==> src/rtl/irqc_pkg.sv <==
package irqc_pkg;
  typedef enum logic [1:0] {
    SEL_LATCH  = 2'd0,
    SEL_RELOAD = 2'd1,
    SEL_ACK    = 2'd2,
    SEL_ARM    = 2'd3
  } sel_e;
endpackage

==> src/rtl/irqc_regs.sv <==
module irqc_regs import irqc_pkg::*; #(
  parameter int W    = 8,
  parameter int DROP = 1
) (
  input  logic         clk,
  input  logic         rst_n,
  input  logic         wr_en,
  input  logic [1:0]   wr_sel,
  input  logic [W-1:0] wr_data,
  input  logic         tick,
  output logic [W-1:0] latch_eff,
  output logic         reload_eff,
  output logic         enable_eff,
  output logic         ack_hit
);
  logic [W-1:0] latch_q;
  logic [W-1:0] masked;
  logic         reload_q;
  logic         enable_q;
  logic         hit_latch;
  logic         hit_reload;
  logic         hit_arm;

  assign hit_latch  = wr_en && (wr_sel == SEL_LATCH);
  assign hit_reload = wr_en && (wr_sel == SEL_RELOAD);
  assign hit_arm    = wr_en && (wr_sel == SEL_ARM);
  assign ack_hit    = wr_en && (wr_sel == SEL_ACK);

  generate
    if (DROP == 0) begin : g_keep
      assign masked = wr_data;
    end else begin : g_drop
      assign masked = {wr_data[W-1:DROP], {DROP{1'b0}}};
    end
  endgenerate

  // Write-first view of the state, used by the tick in the same cycle
  assign latch_eff  = hit_latch ? masked : latch_q;
  assign reload_eff = reload_q | hit_reload;
  always_comb begin
    enable_eff = enable_q;
    if (hit_arm)      enable_eff = 1'b1;
    else if (ack_hit) enable_eff = 1'b0;
  end

  always_ff @(posedge clk or negedge rst_n) begin
    if (!rst_n) begin
      latch_q  <= '0;
      reload_q <= 1'b0;
      enable_q <= 1'b0;
    end else begin
      latch_q  <= latch_eff;
      reload_q <= reload_eff & ~tick;
      enable_q <= enable_eff;
    end
  end
endmodule

==> src/rtl/irqc_count.sv <==
module irqc_count #(
  parameter int W = 8
) (
  input  logic         clk,
  input  logic         rst_n,
  input  logic         tick,
  input  logic [W-1:0] latch_eff,
  input  logic         reload_eff,
  output logic         zero_hit
);
  localparam logic [W-1:0] ZERO = '0;
  localparam logic [W-1:0] ONE  = W'(1);

  logic [W-1:0] cnt_q;
  logic [W-1:0] cnt_nx;

  always_comb begin
    cnt_nx = cnt_q;
    if (tick) begin
      if ((cnt_q == ZERO) || reload_eff) cnt_nx = latch_eff;
      else                               cnt_nx = cnt_q - ONE;
    end
  end

  assign zero_hit = tick && (cnt_q != ZERO) && (cnt_nx == ZERO);

  always_ff @(posedge clk or negedge rst_n) begin
    if (!rst_n) cnt_q <= ZERO;
    else        cnt_q <= cnt_nx;
  end
endmodule

==> src/rtl/irqc_flag.sv <==
module irqc_flag (
  input  logic clk,
  input  logic rst_n,
  input  logic set_req,
  input  logic clr_req,
  output logic flag
);
  logic flag_q;

  always_ff @(posedge clk or negedge rst_n) begin
    if (!rst_n)       flag_q <= 1'b0;
    else if (clr_req) flag_q <= 1'b0;
    else if (set_req) flag_q <= 1'b1;
  end

  assign flag = flag_q;
endmodule

==> src/rtl/scanline_irq.sv <==
module scanline_irq #(
  parameter int CNT_W    = 8,
  parameter int LSB_DROP = 1
) (
  input  logic             clk,
  input  logic             rst_n,
  input  logic             wr_en,
  input  logic [1:0]       wr_sel,
  input  logic [CNT_W-1:0] wr_data,
  input  logic             tick,
  output logic             irq
);
  logic [CNT_W-1:0] latch_eff;
  logic             reload_eff;
  logic             enable_eff;
  logic             ack_hit;
  logic             zero_hit;

  irqc_regs #(.W(CNT_W), .DROP(LSB_DROP)) u_regs (
    .clk        (clk),
    .rst_n      (rst_n),
    .wr_en      (wr_en),
    .wr_sel     (wr_sel),
    .wr_data    (wr_data),
    .tick       (tick),
    .latch_eff  (latch_eff),
    .reload_eff (reload_eff),
    .enable_eff (enable_eff),
    .ack_hit    (ack_hit)
  );

  irqc_count #(.W(CNT_W)) u_count (
    .clk        (clk),
    .rst_n      (rst_n),
    .tick       (tick),
    .latch_eff  (latch_eff),
    .reload_eff (reload_eff),
    .zero_hit   (zero_hit)
  );

  irqc_flag u_flag (
    .clk     (clk),
    .rst_n   (rst_n),
    .set_req (zero_hit && enable_eff),
    .clr_req (ack_hit),
    .flag    (irq)
  );
endmodule

==> config.mk <==
export PLATFORM = sky130hd
export DESIGN_NAME = scanline_irq
export DESIGN_NICKNAME = d
export VERILOG_FILES = /design/src/rtl/irqc_pkg.sv /design/src/rtl/irqc_regs.sv /design/src/rtl/irqc_count.sv /design/src/rtl/irqc_flag.sv /design/src/rtl/scanline_irq.sv
export SDC_FILE = /design/constraint.sdc
export NUM_CORES = 1
export LEC_CHECK = 0
export BUFFER_PORTS_ARGS = -buffer_cell sky130_fd_sc_hd__clkbuf_2
export CAP_MARGIN = 25
export CORE_MARGIN = 5
export CORE_UTILIZATION = 45
export DETAILED_ROUTE_END_ITERATION = 6
export HOLD_SLACK_MARGIN = 0.1
export PLACE_DENSITY = 0.71
export SLEW_MARGIN = 20
export SYNTH_ARGS = -nofsm -noshare
export SYNTH_HDL_FRONTEND = slang
export SYNTH_SLANG_ARGS = --single-unit
==> constraint.sdc <==
create_clock -name clk -period 4.2 [get_ports clk]
set_clock_uncertainty 0.05 [all_clocks]
set_input_delay 0.84 -clock clk [delete_from_list [all_inputs] [get_ports clk]]
set_output_delay 0.84 -clock clk [all_outputs]
set_load 0.01 [all_outputs]
Yosys cells after proc, flatten, opt, wreduce, memory -nomap -nowiden
Cells that the tools add are included.

Multipliers: 0. $add $sub $neg: 1. $lt $le $gt $ge: 0. Reduce and logical (&&, ||, !) cells: 13. Bitwise gates (word level): 3. Shift-type cells: 0. Div/mod/pow operators: 0. Multiplexer cells: 7. Equality and inequality tests: 3.

Operators with widths (number): $mux W8 (3); $logic_not A8 Y1 (2); $reduce_bool A8 Y1 (1); $sub A8 B1 Y8 const B (1); $logic_and A1 B1 Y1 (7); $eq A2 B2 Y1 const B (2); $mux W1 (4); $eq A2 B1 Y1 const B (1); $logic_not A2 Y1 (1); $reduce_bool A2 Y1 (1); $and A1 B1 Y1 (1); $logic_or A1 B1 Y1 (1); $not A1 Y1 (1); $or A1 B1 Y1 (1).

Input port bits: 14. Memories kept: 0. Output and inout port bits: 1. Logic and storage cells: 32. Bits in read-only memories: 0. Bits in writable memories: 0. Register bits: 19. Latch bits: 0.

Longest topological paths before layout
Word-level depth: 11. Gate-level depth with buffers: 8. Mapped depth without buffers: 8.

Hierarchy
A second synthesis with hierarchy kept.

Cell total of the unflattened synthesis: 103. Area total of the unflattened synthesis: 1083.5 sq um.

Modules (own cells, without submodules): irqc_count (area each 646.9 sq um, seq. area each 200.2 sq um, instances 1, cells each 74); irqc_regs (area each 395.4 sq um, seq. area each 250.2 sq um, instances 1, cells each 26); irqc_flag (area each 35.0 sq um, seq. area each 25.0 sq um, instances 1, cells each 2); scanline_irq (area each 6.3 sq um, seq. area each 0.0 sq um, instances 1, cells each 1).

Worst setup path before layout
OpenSTA, ideal clock, no wires.

Kind: input to register. Start point: input port wr_sel[1]. End point: register u_flag.flag_q, in the netlist u_flag.flag. Stages: 7. Arrival time: 2530 ps. Buffers on the path: 1. Path slack: 1528 ps. Required time: 4058 ps. Setup time: 92 ps. Cells stage by stage: or3b_1 buf_6 mux2_4 a21oi_2 a21oi_1 or4_4 o31ai_2.

Elaborated cells on any way between the ends: 20. Those cells by class: 3 x eq/ne; 6 x mux; 1 x bitwise; 10 x reduce/logical.

RTL lines: start, declared (RTL line scanline_irq.sv:8) `input logic [1:0] wr_sel,`; $logic_not A2 Y1 (RTL line irqc_regs.sv:24) `assign hit_latch = wr_en && (wr_sel == SEL_LATCH);`; $logic_and A1 B1 Y1 (RTL line irqc_regs.sv:24); $mux W8 (RTL line irqc_regs.sv:38) `assign latch_eff = hit_latch ? masked : latch_q;`; net latch_eff[4] (RTL line scanline_irq.sv:13) `logic [CNT_W-1:0] latch_eff;`; $mux W8 (RTL line irqc_count.sv:20) `if ((cnt_q == ZERO) || reload_eff) cnt_nx = latch_eff;`; $mux W8 (RTL line irqc_count.sv:19) `if (tick) begin`; $logic_not A8 Y1 (RTL line irqc_count.sv:25) `assign zero_hit = tick && (cnt_q != ZERO) && (cnt_nx == ZERO);`; $logic_and A1 B1 Y1 (RTL line irqc_count.sv:25); $logic_and A1 B1 Y1 (RTL line scanline_irq.sv:44) `.set_req (zero_hit && enable_eff),`; $reduce_bool A2 Y1 (no line); end signal, assigned (RTL line irqc_flag.sv:11) `if (!rst_n) flag_q <= 1'b0;`; end signal, assigned (RTL line irqc_flag.sv:12) `else if (clr_req) flag_q <= 1'b0;`; end signal, assigned (RTL line irqc_flag.sv:13) `else if (set_req) flag_q <= 1'b1;`; end, declared (RTL line irqc_flag.sv:8) `logic flag_q;`.

The timed path passes the listed nets, and every way through them passes these cells. A chain may end at the register's enable or synchronous reset.

Worst setup path after layout
Start point: input port wr_sel[0]. End point: register u_flag.flag_q, in the netlist u_flag.flag.

Same word-level chain as after synthesis.

==> results.sh <==
export IMPL_post_place_ws_ns=1.26
export IMPL_synth_seq_area_share_pct=44.5
export IMPL_worstRegToRegCells=6
export IMPL_crit_path_top_delay_cell="or3b_1"
export IMPL_final_nets=135
export IMPL_wl_per_cell_microns=14.4
export IMPL_grt_max_degree=20
export IMPL_clkLatencyLatePin_ns=0.30
export IMPL_hp_class="in2async"
export IMPL_r2r_slack_ns=1.79
export IMPL_peakVddDrop_mv=0.242
export IMPL_portBuffers=13
export IMPL_timing_hold_ws_ns=0.426
export IMPL_yosysMostFrequentCell="dfrtp_1"
export IMPL_antenna_found_initial=0
export IMPL_grt_usage_pct=13.5
export IMPL_synthTopCellsByArea="dfrtp_1 (45%), mux2_2 (4.2%), mux2i_1 (3.8%)"
export IMPL_synth_cell_types=39
export IMPL_tightestPinTransition_ns=0.770
export IMPL_drv_cap=0
export IMPL_cts_root_buffer="clkbuf_4"
export IMPL_layout_drive_gt1_share_pct=23.7
export IMPL_relSlewSlack_pct=48.7
export IMPL_synth_flop_cell="dfrtp_1"
export IMPL_status="complete, no violations"
export IMPL_cts_buffers=3
export IMPL_die_area_sq_mm=0.00345
export IMPL_htree_levels=1
export IMPL_ys_warn_count=0
export IMPL_grt_pass1_vias=800
export IMPL_dp_hpwl_microns=1580
export IMPL_synth_common_cells="dfrtp_1 (19), inv_1 (9), nor2_1 (8)"
export IMPL_final_util_pct=52.8
export IMPL_coreArea_sq_mm=0.00223
export IMPL_worst_path_buf_inv=1
export IMPL_ys_ff_latch=19
export IMPL_path_delay_family="compound AO/OA/AOI/OAI gates"
export IMPL_start_util_pct=47.8
export IMPL_crit_type="in2reg"
export IMPL_cp_data_required_time_ns=4.36
export IMPL_cts_setup_buffers=0
export IMPL_drv_slew=0
export IMPL_slowest_delay_ns=0.53
export IMPL_areaGrowthSynthToFinish_pct=10.4
export IMPL_max_freq_mhz=382
export IMPL_reg2reg_from="u_count.cnt_q[2]"
export IMPL_netlist_top_cell_by_area="dfrtp_1"
export IMPL_cts_tree="yes"
export IMPL_seqCellArea_sq_um=475
export IMPL_arrival_ns=2.78
export IMPL_cts_num_sinks=19
export IMPL_setup_viol=0
export IMPL_cellPowerDensity_mw_per_mm2=480
export IMPL_num_rows=17
export IMPL_synthesis_nets=119
export IMPL_path_clk_slew_ns=0.11
export IMPL_netlist_area_sq_mm=0.00107
export IMPL_power_leakage_uw=0.000567
export IMPL_layout_cells_non_filler=146
export IMPL_drc=0
export IMPL_vias=825
export IMPL_drt_iter0_markers=34
export IMPL_dr_pass1_iters=4
export IMPL_grt_overflow=0
export IMPL_die_y_microns=58.7
export IMPL_multi_input_area_sq_um=543
export IMPL_cp_end_kind="register"
export IMPL_cp_start_kind="primary input"
export IMPL_synthCells=103
export IMPL_cts_resized=0
export IMPL_hold_buffers=0
export IMPL_diodes=0
export IMPL_placedCellCount=142
export IMPL_yosysTopAreaCellShare_pct=44.5
export IMPL_hold_viol_final=0
export IMPL_critPathMaxFanout=8
export IMPL_antenna_left=0
export IMPL_avgSynthCellArea_sq_um=10.4
export IMPL_grt_pass1_wl_microns=3490
export IMPL_avgViaCountPerCell=5.65
export IMPL_die_x_microns=58.7
export IMPL_crit_path_end="u_flag.flag"
export IMPL_regToRegEndpoint="u_flag.flag"
export IMPL_rsz0062_at_grt="false"
export IMPL_fin_ws_ns=1.58
export IMPL_period_needed_ns=2.62
export IMPL_n_fill_cell=210
export IMPL_setup_tns_ns=0
export IMPL_clockBufferDepth=2
export IMPL_worstSetupPathDepth=7
export IMPL_synth_edf_count=0
export IMPL_wl_microns=2100
export IMPL_io_pins=15
export IMPL_startpoint="wr_sel[0]"
export IMPL_worstPathCellList="clkbuf_2 -> or3b_1 -> mux2_1 -> a21o_1 -> a31oi_1 -> o221ai_1 -> o31ai_2"
export IMPL_place_gp_congestion=0.925
export IMPL_synthArstFlopShare_pct=100
export IMPL_period_share_pct=62.4
[layout by cell type, fill, tap and decap left out, types with 2 or more instances in the layout]
cell type and n:
a21o_1 2, and3_1 2, nand3_1 4, clkbuf_4 3, o21ai_0 6, mux2_2 4
mux2i_1 4, nor2_1 8, nor2b_1 2, mux2_1 2, mux2_4 2, dfrtp_1 19
a21oi_1 6, clkbuf_2 13, nand2_1 5, a31oi_1 3, ha_1 2, inv_1 9
[state kept, by name, summed over array words and instances (netlist names)]
signal and flops:
u_regs.reload_q 1, u_count.cnt_q 8, u_regs.latch_q 8, u_regs.enable_q 1, u_flag.flag 1
[logic make-up (layout without fill, tap and decap cells)]
family                     count (synthesis)  after routing  share of synthesized area [%]
and+or+nand+nor                           31             31                           18.1
buffers and inverters                     11             26                           4.57
adders and majority gates                  2              2                           2.34
AOI/OAI and AO/OA                         26             26                           15.9
muxes                                     12             12                           12.9
xor gates and xnor gates                   2              2                           1.64
DFF                                       19             19                           44.5
[worst register-to-register path: cells and delay by family (launching register included)]
family	cells	cell delay, ns
DFF	1	0.45
AOI/OAI and AO/OA	3	0.50
and+or+nand+nor	3	1.33
[power breakdown]
group | switching (uW) | internal [uW]
Combinational | 114 | 91.2
Sequential | 39.1 | 230
Clock | 55.1 | 37.0
[per-stage QoR]
step | instance area (sq um) | total power [uW]
floorplan | 1070 | 421
global placement | 1150 | 465
detailed placement | 1150 | 472
CTS | 1180 | 567
global route | 1180 | 607
finish | 1180 | 566
[metal layers]
metal | up-vias | track usage [%] | share of wire [%]
met3 | 13 | 3.29 | 4.8
met1 | 378 | 15.9 | 43
met4 | 0 | 8.74 | 5.8
met5 | - | 0 | 0
met2 | 31 | 21.7 | 46
li1 | 403 | - | -
[final cells by class]
type | instances | share of cell area, %
flip-flops and latches | 19 | 40.3
multi-input cells | 73 | 46.1
repair buffers | 13 | 5.52
clock buffers | 4 | 2.23
inverters | 9 | 2.87
well taps | 28 | 2.97
[how the worst min path moves through the flow]
stage | from | to
final | rst_n | u_count.cnt_q[7]
after global routing | rst_n | u_count.cnt_q[2]
after CTS | rst_n | u_count.cnt_q[7]
after detailed placement | u_regs.latch_q[0] | u_regs.latch_q[0]
after global placement | u_regs.latch_q[3] | u_regs.latch_q[3]
after floorplan | u_regs.latch_q[0] | u_regs.latch_q[0]
Note: power is estimated with default switching activity, not from simulation.
